**src/rtl/dtmr_pkg.sv**
```systemverilog
package dtmr_pkg;
  localparam int NUM_TMR     = 2;
  localparam int DIV_W       = 3;
  localparam int OFF_CTRL    = 'h00;
  localparam int OFF_STAT    = 'h04;
  localparam int OFF_REL0    = 'h10;
  localparam int OFF_VAL0    = 'h14;
  localparam int OFF_STEP    = 8;
  localparam int REF_BIT0    = 11;
  localparam int DIV_LSB0    = 19;
  localparam int FLAG_STEP   = 8;

  function automatic logic [31:0] ctrl_keep_mask();
    logic [31:0] m;
    m = '0;
    for (int t = 0; t < NUM_TMR; t++) begin
      m[2*t]                         = 1'b1;
      m[2*t+1]                       = 1'b1;
      m[REF_BIT0+t]                  = 1'b1;
      m[DIV_LSB0+DIV_W*t +: DIV_W]   = '1;
    end
    return m;
  endfunction
endpackage

```
**src/rtl/dtmr_prescaler.sv**
```systemverilog
module dtmr_prescaler #(
  parameter int DIV_W = 3
) (
  input  logic             clk,
  input  logic             rst_n,
  input  logic             run_i,
  input  logic             restart_i,
  input  logic [DIV_W-1:0] div_i,
  output logic             tick_o
);
  localparam int PC_W = (1 << DIV_W) - 1;

  logic [PC_W-1:0] pc_q, pc_d, lim;
  logic [PC_W:0]   pow2;
  logic            pc_en;

  always_comb begin
    pow2   = (PC_W+1)'(1) << div_i;
    lim    = PC_W'(pow2 - 1'b1);
    tick_o = run_i && (pc_q >= lim);
  end

  always_comb begin
    pc_en = run_i || (pc_q != '0) || restart_i;
    if (restart_i || !run_i || tick_o) pc_d = '0;
    else                               pc_d = pc_q + 1'b1;
  end

  always_ff @(posedge clk or negedge rst_n) begin
    if (!rst_n)     pc_q <= '0;
    else if (pc_en) pc_q <= pc_d;
  end


  pc_step_chk: assert property (@(posedge clk) disable iff (!rst_n)
    (run_i && !restart_i && !tick_o) |=> pc_q == $past(pc_q) + 1'b1);
endmodule

```
**src/rtl/dtmr_counter.sv**
```systemverilog
module dtmr_counter #(
  parameter int CNT_W = 32
) (
  input  logic             clk,
  input  logic             rst_n,
  input  logic             auto_i,
  input  logic             tick_i,
  input  logic             val_we_i,
  input  logic             rel_we_i,
  input  logic [CNT_W-1:0] wdata_i,
  output logic [CNT_W-1:0] cnt_o,
  output logic [CNT_W-1:0] rel_o,
  output logic             expire_o
);
  logic [CNT_W-1:0] cnt_q, cnt_d, rel_q;
  logic             arm_q, arm_d;
  logic             cnt_en, at_zero;

  always_comb begin
    at_zero  = (cnt_q == '0);
    expire_o = tick_i && !val_we_i && at_zero && (auto_i || arm_q);
    cnt_en   = val_we_i || tick_i;
    if (val_we_i)     cnt_d = wdata_i;
    else if (at_zero) cnt_d = auto_i ? rel_q : '0;
    else              cnt_d = cnt_q - 1'b1;
    if (val_we_i)      arm_d = 1'b1;
    else if (expire_o) arm_d = auto_i;
    else               arm_d = arm_q;
  end

  always_ff @(posedge clk or negedge rst_n) begin
    if (!rst_n) begin
      cnt_q <= '0;
      rel_q <= '0;
      arm_q <= 1'b0;
    end else begin
      if (cnt_en)   cnt_q <= cnt_d;
      if (rel_we_i) rel_q <= wdata_i;
      arm_q <= arm_d;
    end
  end

  assign cnt_o = cnt_q;
  assign rel_o = rel_q;


  val_load_chk: assert property (@(posedge clk) disable iff (!rst_n)
    val_we_i |=> cnt_q == $past(wdata_i));

  reload_chk: assert property (@(posedge clk) disable iff (!rst_n)
    (tick_i && !val_we_i && cnt_q == '0 && auto_i) |=> cnt_q == $past(rel_q));

  oneshot_park_chk: assert property (@(posedge clk) disable iff (!rst_n)
    (tick_i && !val_we_i && cnt_q == '0 && !auto_i) |=> cnt_q == '0);

  idle_hold_chk: assert property (@(posedge clk) disable iff (!rst_n)
    (!tick_i && !val_we_i) |=> $stable(cnt_q));
endmodule

```
**src/rtl/dtmr_regfile.sv**
```systemverilog
module dtmr_regfile
  import dtmr_pkg::*;
#(
  parameter int DATA_W = 32,
  parameter int ADDR_W = 6
) (
  input  logic                            clk,
  input  logic                            rst_n,
  input  logic                            reg_we,
  input  logic [ADDR_W-1:0]               reg_addr,
  input  logic [DATA_W-1:0]               reg_wdata,
  output logic [DATA_W-1:0]               reg_rdata,
  input  logic [NUM_TMR-1:0][DATA_W-1:0]  cnt_i,
  input  logic [NUM_TMR-1:0][DATA_W-1:0]  rel_i,
  input  logic [NUM_TMR-1:0]              expire_i,
  output logic [NUM_TMR-1:0]              en_o,
  output logic [NUM_TMR-1:0]              auto_o,
  output logic [NUM_TMR-1:0]              ref_o,
  output logic [NUM_TMR-1:0][DIV_W-1:0]   div_o,
  output logic [NUM_TMR-1:0]              val_we_o,
  output logic [NUM_TMR-1:0]              rel_we_o,
  output logic [NUM_TMR-1:0]              flag_o
);
  localparam logic [DATA_W-1:0] KEEP = DATA_W'(ctrl_keep_mask());

  logic [DATA_W-1:0]  ctrl_q, ctrl_d;
  logic [NUM_TMR-1:0] flag_q, flag_d;
  logic               ctrl_we, stat_we;

  always_comb begin
    ctrl_we = reg_we && (reg_addr == ADDR_W'(OFF_CTRL));
    stat_we = reg_we && (reg_addr == ADDR_W'(OFF_STAT));
    ctrl_d  = reg_wdata & KEEP;
  end

  for (genvar t = 0; t < NUM_TMR; t++) begin : g_tmr
    always_comb begin
      en_o[t]     = ctrl_q[2*t];
      auto_o[t]   = ctrl_q[2*t+1];
      ref_o[t]    = ctrl_q[REF_BIT0+t];
      div_o[t]    = ctrl_q[DIV_LSB0+DIV_W*t +: DIV_W];
      val_we_o[t] = reg_we && (reg_addr == ADDR_W'(OFF_VAL0 + OFF_STEP*t));
      rel_we_o[t] = reg_we && (reg_addr == ADDR_W'(OFF_REL0 + OFF_STEP*t));
      flag_d[t]   = expire_i[t] |
                    (flag_q[t] & ~(stat_we & ~reg_wdata[FLAG_STEP*t]));
    end


    flag_set_chk: assert property (@(posedge clk) disable iff (!rst_n)
      expire_i[t] |=> flag_q[t]);

    flag_clear_chk: assert property (@(posedge clk) disable iff (!rst_n)
      (stat_we && !reg_wdata[FLAG_STEP*t] && !expire_i[t]) |=> !flag_q[t]);

    flag_keep_chk: assert property (@(posedge clk) disable iff (!rst_n)
      (flag_q[t] && !(stat_we && !reg_wdata[FLAG_STEP*t])) |=> flag_q[t]);
  end

  always_ff @(posedge clk or negedge rst_n) begin
    if (!rst_n) begin
      ctrl_q <= '0;
      flag_q <= '0;
    end else begin
      if (ctrl_we) ctrl_q <= ctrl_d;
      flag_q <= flag_d;
    end
  end

  always_comb begin
    reg_rdata = '0;
    if (reg_addr == ADDR_W'(OFF_CTRL)) reg_rdata = ctrl_q;
    if (reg_addr == ADDR_W'(OFF_STAT)) begin
      for (int t = 0; t < NUM_TMR; t++) reg_rdata[FLAG_STEP*t] = flag_q[t];
    end
    for (int t = 0; t < NUM_TMR; t++) begin
      if (reg_addr == ADDR_W'(OFF_REL0 + OFF_STEP*t)) reg_rdata = rel_i[t];
      if (reg_addr == ADDR_W'(OFF_VAL0 + OFF_STEP*t)) reg_rdata = cnt_i[t];
    end
  end

  assign flag_o = flag_q;
endmodule

```
**src/rtl/dual_timer.sv**
```systemverilog
module dual_timer
  import dtmr_pkg::*;
#(
  parameter int DATA_W = 32,
  parameter int ADDR_W = 6
) (
  input  logic               clk,
  input  logic               rst_n,
  input  logic               ref_tick,
  input  logic               reg_we,
  input  logic [ADDR_W-1:0]  reg_addr,
  input  logic [DATA_W-1:0]  reg_wdata,
  output logic [DATA_W-1:0]  reg_rdata,
  output logic [NUM_TMR-1:0] irq
);
  logic [1:0]                       rsync_q;
  logic                             rst_int_n;
  logic [NUM_TMR-1:0][DATA_W-1:0]   cnt, rel;
  logic [NUM_TMR-1:0]               expire, en, auto_rl, ref_sel;
  logic [NUM_TMR-1:0]               val_we, rel_we, flag, div_tick, tick;
  logic [NUM_TMR-1:0][DIV_W-1:0]    div;

  always_ff @(posedge clk or negedge rst_n) begin
    if (!rst_n) rsync_q <= '0;
    else        rsync_q <= {rsync_q[0], 1'b1};
  end
  assign rst_int_n = rsync_q[1];

  dtmr_regfile #(.DATA_W(DATA_W), .ADDR_W(ADDR_W)) u_regs (
    .clk       (clk),
    .rst_n     (rst_int_n),
    .reg_we    (reg_we),
    .reg_addr  (reg_addr),
    .reg_wdata (reg_wdata),
    .reg_rdata (reg_rdata),
    .cnt_i     (cnt),
    .rel_i     (rel),
    .expire_i  (expire),
    .en_o      (en),
    .auto_o    (auto_rl),
    .ref_o     (ref_sel),
    .div_o     (div),
    .val_we_o  (val_we),
    .rel_we_o  (rel_we),
    .flag_o    (flag)
  );

  for (genvar t = 0; t < NUM_TMR; t++) begin : g_tmr
    dtmr_prescaler #(.DIV_W(DIV_W)) u_pre (
      .clk       (clk),
      .rst_n     (rst_int_n),
      .run_i     (en[t] && !ref_sel[t]),
      .restart_i (val_we[t]),
      .div_i     (div[t]),
      .tick_o    (div_tick[t])
    );

    assign tick[t] = en[t] && (ref_sel[t] ? ref_tick : div_tick[t]);

    dtmr_counter #(.CNT_W(DATA_W)) u_cnt (
      .clk      (clk),
      .rst_n    (rst_int_n),
      .auto_i   (auto_rl[t]),
      .tick_i   (tick[t]),
      .val_we_i (val_we[t]),
      .rel_we_i (rel_we[t]),
      .wdata_i  (reg_wdata),
      .cnt_o    (cnt[t]),
      .rel_o    (rel[t]),
      .expire_o (expire[t])
    );


    ref_tick_chk: assert property (@(posedge clk) disable iff (!rst_int_n)
      (en[t] && ref_sel[t] && !ref_tick && !val_we[t]) |=> $stable(cnt[t]));
  end

  assign irq = flag;
endmodule

```
**config.mk**
```make
export PLATFORM = sky130hd
export DESIGN_NAME = dual_timer
export DESIGN_NICKNAME = d
export VERILOG_FILES = /design/src/rtl/dtmr_pkg.sv /design/src/rtl/dtmr_prescaler.sv /design/src/rtl/dtmr_counter.sv /design/src/rtl/dtmr_regfile.sv /design/src/rtl/dual_timer.sv
export SDC_FILE = /design/constraint.sdc
export NUM_CORES = 1
export LEC_CHECK = 0
export BUFFER_PORTS_ARGS = -buffer_cell sky130_fd_sc_hd__buf_2
export CAP_MARGIN = 5
export CORE_UTILIZATION = 30
export DETAILED_ROUTE_END_ITERATION = 8
export SLEW_MARGIN = 20
export SYNTH_ARGS = -nofsm -noshare
export SYNTH_HDL_FRONTEND = slang
export SYNTH_SLANG_ARGS = --single-unit
```
**constraint.sdc**
```tcl
create_clock -name clk -period 4.6 [get_ports clk]
set_clock_uncertainty 0.15 [all_clocks]
set_input_delay 0.46 -clock clk [delete_from_list [all_inputs] [get_ports clk]]
set_output_delay 0.46 -clock clk [all_outputs]
set_load 0.03 [all_outputs]
```
# Word-level counts from Yosys, hierarchy flattened
# Cells that the tools add are included.
[totals] register_bits=160 latchBits=0 ramBits=0 rom_bits=0 input_bits=42 out_inout_bits=34 elab_cells=100 memories=0
[classes] add_sub_neg=6 mul=0 div=0 order_cmp=2 eq_ne=5 shift=2 n_mux=21 n_bitwise=10 n_reduce_logical=43
[ops] cell="$mux W32" count=10
[ops] cell="$logic_not A32 Y1" count=2
[ops] cell="$sub A32 B1 Y32 const B" count=2
[ops] cell="$mux W25" count=1
[ops] cell="$eq A6 B5 Y1 const B" count=4
[ops] cell="$logic_and A1 B1 Y1" count=18
[ops] cell="$add A7 B1 Y7 const B" count=2
[ops] cell="$ge A7 B7 Y1" count=2
[ops] cell="$mux W7" count=2
[ops] cell="$reduce_bool A7 Y1" count=2
[ops] cell="$shl A1 B3 Y7 const A" count=2
[ops] cell="$sub A7 B1 Y7 const B" count=2
[ops] cell="$logic_or A1 B1 Y1" count=12
[ops] cell="$mux W1" count=8
[ops] cell="$eq A6 B3 Y1 const B" count=1
[ops] cell="$logic_not A1 Y1" count=6
[ops] cell="$logic_not A6 Y1" count=1
[ops] cell="$and A1 B1 Y1" count=4
[ops] cell="$not A1 Y1" count=4
[ops] cell="$reduce_bool A2 Y1" count=2
[ops] cell="$or A1 B1 Y1" count=2

# Longest topological paths before layout
[depth] depth_word=11 depth_mapped=16 mapped_depth_nobuf=13

# Cells and area by module
# A second synthesis with hierarchy kept.
[unflattened] hier_cells=1055 hier_area_um2=10706.5
[modules_own_cells] mod="dtmr_counter" instances=2 cells_per_inst=373 area_each_um2=3734.8 seq_area_each_um2=1626.6
[modules_own_cells] mod="dtmr_regfile" instances=1 cells_per_inst=180 area_each_um2=1964.4 seq_area_each_um2=350.3
[modules_own_cells] mod="dtmr_prescaler" instances=2 cells_per_inst=60 area_each_um2=584.3 seq_area_each_um2=175.2
[modules_own_cells] mod="dual_timer" instances=1 cells_per_inst=9 area_each_um2=103.8 seq_area_each_um2=50.0

# Worst setup path before layout
# No wires, ideal clock.
[synth_path] kind="reg2reg" start="register u_regs.ctrl_q[22]" end="register g_tmr[1].u_cnt.cnt_q[25]" setup_time_ps=83 t_arrival_ps=3549 required_ps=4367 path_slack_ps=819 path_stages_with_launch=17 n_path_buf=4 synth_period_minus_slack_ps=3781 cell_sequence="dfrtp_1 clkbuf_1 or3_1 ha_1 clkbuf_1 nor3_1 a21oi_1 o21a_1 ha_1 a211oi_1 nor2_1 a2111oi_2 or2_2 clkbuf_1 clkbuf_1 o31ai_1 o21ai_0"
[synth_via] elab_chain_len=7
[synth_rtl] element="start: declaration" line_no="dtmr_regfile.sv:26" text="logic [DATA_W-1:0] ctrl_q, ctrl_d;"
[synth_rtl] element="start signal: assignment" line_no="dtmr_regfile.sv:64" text="if (ctrl_we) ctrl_q <= ctrl_d;"
[synth_rtl] element="$shl A1 B3 Y7" line_no="dtmr_prescaler.sv:18" text="pow2 = (PC_W+1)'(1) << div_i;"
[synth_rtl] element="$sub A7 B1 Y7" line_no="dtmr_prescaler.sv:19" text="lim = PC_W'(pow2 - 1'b1);"
[synth_rtl] element="$ge A7 B7 Y1" line_no="dtmr_prescaler.sv:20" text="tick_o = run_i && (pc_q >= lim);"
[synth_rtl] element="$logic_and A1 B1 Y1" line_no="dtmr_prescaler.sv:20"
[synth_rtl] element="$mux W1" line_no="dual_timer.sv:58" text="assign tick[t] = en[t] && (ref_sel[t] ? ref_tick : div_tick[t]);"
[synth_rtl] element="$logic_and A1 B1 Y1" line_no="dual_timer.sv:58"
[synth_rtl] element="$logic_or A1 B1 Y1" line_no="dtmr_counter.sv:22" text="cnt_en = val_we_i || tick_i;"
[synth_rtl] element="end signal: assignment" line_no="dtmr_counter.sv:37" text="if (cnt_en) cnt_q <= cnt_d;"
[synth_rtl] element="end: declaration" line_no="dtmr_counter.sv:15" text="logic [CNT_W-1:0] cnt_q, cnt_d, rel_q;"
# Every way passes these cells.
# A chain may end at the register's enable or synchronous reset.

# Final worst setup path
[layout_path] start="register u_regs.ctrl_q[24]" end="register g_tmr[1].u_cnt.cnt_q[26]"
# Same word-level chain as after synthesis.

==> results.md <==
* Hold Fails Final Rpt at 0
* Buf+Inv Stages, Crit Path at 1
* Initial Util at 30.6%
* Setup TNS at 0 ns
* DIE AREA at 34,100 µm²
* Worst hold path type: primary input to register
* Max incr delay on CP at about 0.51 ns
* Reg area at 4010 µm²
* Primary FF master, synth: dfrtp_1
* DR pass1 iterations at 6
* Buffer levels on the longest clock path at 2
* Post-DP Area at 10,800 µm²
* Vias/cell at 5.90
* Critical path data required time at 4.77 ns
* WP data arrival at 4.14 ns
* Overflow after GRT at 0
* Achievable frequency at 0.252 GHz
* R2R depth at 13
* Sequential fraction of the synthesis area at 40.0%
* Syn. warnings at 0
* IO buf count at 75
* Final Cell Area at 11,400 µm²
* Antenna cell count at 0
* Post-Syn Area per Cell at just over 9 µm²
* Share of the synthesized area in the top cell type at between 40% and 50%
* Total track usage at 20.7%
* CTS tree: built
* First-pass GRT wire length at between 50 and 60 mm
* Post-Syn Area at 10,000 µm²
* Layout cells sized above 1 at 20.4%
* Worst slew pin tran at a little over 1 ns
* Core Util, Final at 35.0%
* Final Power at around 5.3 mW
* Hold_ws at 0.156 ns
* Die Y at 185 µm
* Leakage power at 4.82 nW
* Syn nets at 1,156
* Iteration-0 DRC count of the detailed router at 916
* Final wirelength at 34.4 mm
* P per Cell Area at 461 nW/µm²
* Reg2reg start: u_regs.ctrl_q[24]
* CP Capture Type: register
* Cells after synthesis at 1,091
* Root Driver: clkbuf_16
* Synth area leaders: dfrtp_1, mux2_2, nand2_1, nor2_1, o21ai_0
* Residual DRC at 0
* Multi-input logic area at 5650 µm²
* Asr flop ratio synth at 100%
* Nets at 1,192
* Later-pin clock latency in the skew report at between 0.4 and 0.5 ns
* RSZ-0062 raised after global routing: false
* Final Critical Period at 3.97 ns
* Post-Place Setup Slack at 0.655 ns
* Vias post-DR at 9,328
* CP top delay family: simple AND/OR/NAND/NOR gates
* Gp weighted congestion at approximately 0.93
* Clock slew at reported path FFs at 0.07 ns
* Part of the cycle the worst path needs at between 80% and 90%
* Status: completed
* Setup Crit Path Kind: register to register
* Placed cell count at 1,549
* Core Rows at between 60 and 70
* Relative slew slack at 31.4%
* Hold Crit Endpoint: g_tmr[1].u_cnt.cnt_o[4]
* Remaining antenna violation count at 0
* Reg-to-reg critical path endpoint: g_tmr[1].u_cnt.cnt_o[26]
* Post-CTS Setup Bufs at 0
* Unique masters post-synth at 67
* Htree depth at 4
* #FFs+latches synth at 160
* Cell Chain, Critical Path: or3_1, ha_1, nor3_1, a21oi_1, o21a_1, ha_1, a211oi_1, nor2_1, a2111oi_2, buf_4, or2_2, nor3_1, a221o_1
* Post-DR wirelength/cell at approximately 22 µm
* Peak supply drop at around 0.00030 V
* Die W at 185 µm
* CTS buffer count at 17
* Largest net degree at the start of global routing at 159
* Final WS setup at 0.633 ns
* PostCTS Resize Cnt at 0
* Vias in the first global route at 8,839
* Worst R2R Setup Slack at 0.63 ns
* Max_cap viols at 0
* FILL cells at 3,407
* Post-synth EDFFs at 0
* Final Non-Filler Cells at 1,582
* Final setup viols at 0
* Worst hold path startpoint: reg_wdata[4]
* Syn-to-layout area delta at 14.4%
* Slowest-stage cell, CP: or2_2
* Hold path depth at 3
* Initial antenna violation count at 1
* Crit-path max FO at 26
* Cell taking the most area after synthesis: dfrtp_1
* Ports at 76
* Core ar. at roughly 33,000 µm²
* Crit start category: register
* Final Slew Violations at 0
* Clk sinks at 160
* Final HPWL DP at 24.2 mm
## worst max-delay path by stage
| stage | from | end | slack (ns) | cells after the start |
|---|---|---|---|---|
| CTS | u_regs.ctrl_q[24] | g_tmr[1].u_cnt.cnt_o[26] | 0.64 | 13 |
| detailed placement | u_regs.ctrl_q[24] | g_tmr[1].u_cnt.cnt_o[26] | 0.66 | 13 |
| floorplan | u_regs.ctrl_q[22] | g_tmr[1].u_cnt.cnt_o[25] | 0.82 | 16 |
| global placement | u_regs.ctrl_q[24] | g_tmr[1].u_cnt.cnt_o[24] | 0.72 | 13 |
| global route | u_regs.ctrl_q[24] | g_tmr[1].u_cnt.cnt_o[24] | 0.43 | 13 |
| finish | u_regs.ctrl_q[24] | g_tmr[1].u_cnt.cnt_o[26] | 0.63 | 13 |
## per-layer routing
layer  vias to the layer above  part of all wire (%)  GRT usage (%)
met4                         2                   2.7           6.84
met5                         -                 0.038              0
met3                        57                   7.7           3.66
met2                       426                    44           30.5
li1                       4179                     -              -
met1                      4664                    46           30.2
## logic make-up after synthesis
family                     Yosys count  synth area share (%)
AOI/OAI and AO/OA                  293                  20.8
xor gates and xnor gates            46                  4.03
adders and majority gates           23                  2.88
buffers and inverters               96                  3.86
DFF                                160                  40.0
muxes                               83                  9.32
other                                1                0.0375
and+or+nand+nor                    389                  19.0
## worst register-to-register path, delay by kind of cell, from the launching register on
family	cells	cell delay, ns
and+or+nand+nor	5	1.39
AOI/OAI and AO/OA	5	1.03
adders and majority gates	2	0.59
DFF	1	0.46
buffers and inverters	1	0.23
## cells in the final DEF, fill, tap and decap left out, drive strengths merged, types with 10 or more instances in the layout
master and n:
xnor2 22, a22o 16, a2bb2oi 15, xor2 24, inv 13, ha 23
dfrtp 160, o21ai 73, a31oi 15, nand2 117, a222oi 15, a21oi 46
and3 14, nor4 22, nand4 15, clkbuf 19, mux2 81, a221o 18
a22oi 13, nand3 38, or4 10, buf 100, o31ai 19, a311oi 22
nor2 99, nor3 23, or3 11
## cells in the mapped netlist, drive strengths merged (11+ instances only)
| master | number |
|---|---|
| a21oi | 46 |
| a221o | 18 |
| a222oi | 15 |
| a22o | 16 |
| a22oi | 13 |
| a2bb2oi | 15 |
| a311oi | 22 |
| a31oi | 15 |
| and3 | 14 |
| buf | 15 |
| clkbuf | 69 |
| dfrtp | 160 |
| ha | 23 |
| inv | 12 |
| mux2 | 81 |
| nand2 | 117 |
| nand3 | 38 |
| nand4 | 15 |
| nor2 | 99 |
| nor3 | 23 |
| nor4 | 22 |
| o21ai | 73 |
| o31ai | 19 |
| or3 | 11 |
| xnor2 | 22 |
| xor2 | 24 |
## sequential cells by signal (all words and copies together), names as in the netlist
signal             count
rsync_q                2
g_tmr.u_pre.pc_q      14
g_tmr.u_cnt.rel_o     64
u_regs.flag_o          2
u_regs.ctrl_q         12
g_tmr.u_cnt.arm_q      2
g_tmr.u_cnt.cnt_o     64
## repair_timing
item | CTS | global route
endpoints found under the setup margin | 0 | 0
hold buffers | 1 | 0
endpoints found under the hold margin | 2 | 0
## area by class of cell
class,count,area share [%]
Multi-Input combinational cell,835,49.3
Sequential cell,160,35.0
Timing Repair Buffer,101,5.22
Tap cell,442,4.83
Clock buffer,19,3.78
Clock inverter,13,1.42
Inverter,12,0.393
## power by group
part / switching, mW / total, mW / leakage (nW) / internal, mW
combinational: 0.833 / 1.51 / 2.47 / 0.676
sequential: 0.551 / 2.29 / 2.07 / 1.73
clock: 0.627 / 1.48 / 0.283 / 0.854
total: 2.01 / 5.28 / 4.82 / 3.26
Power figures use the tool's default switching activity.
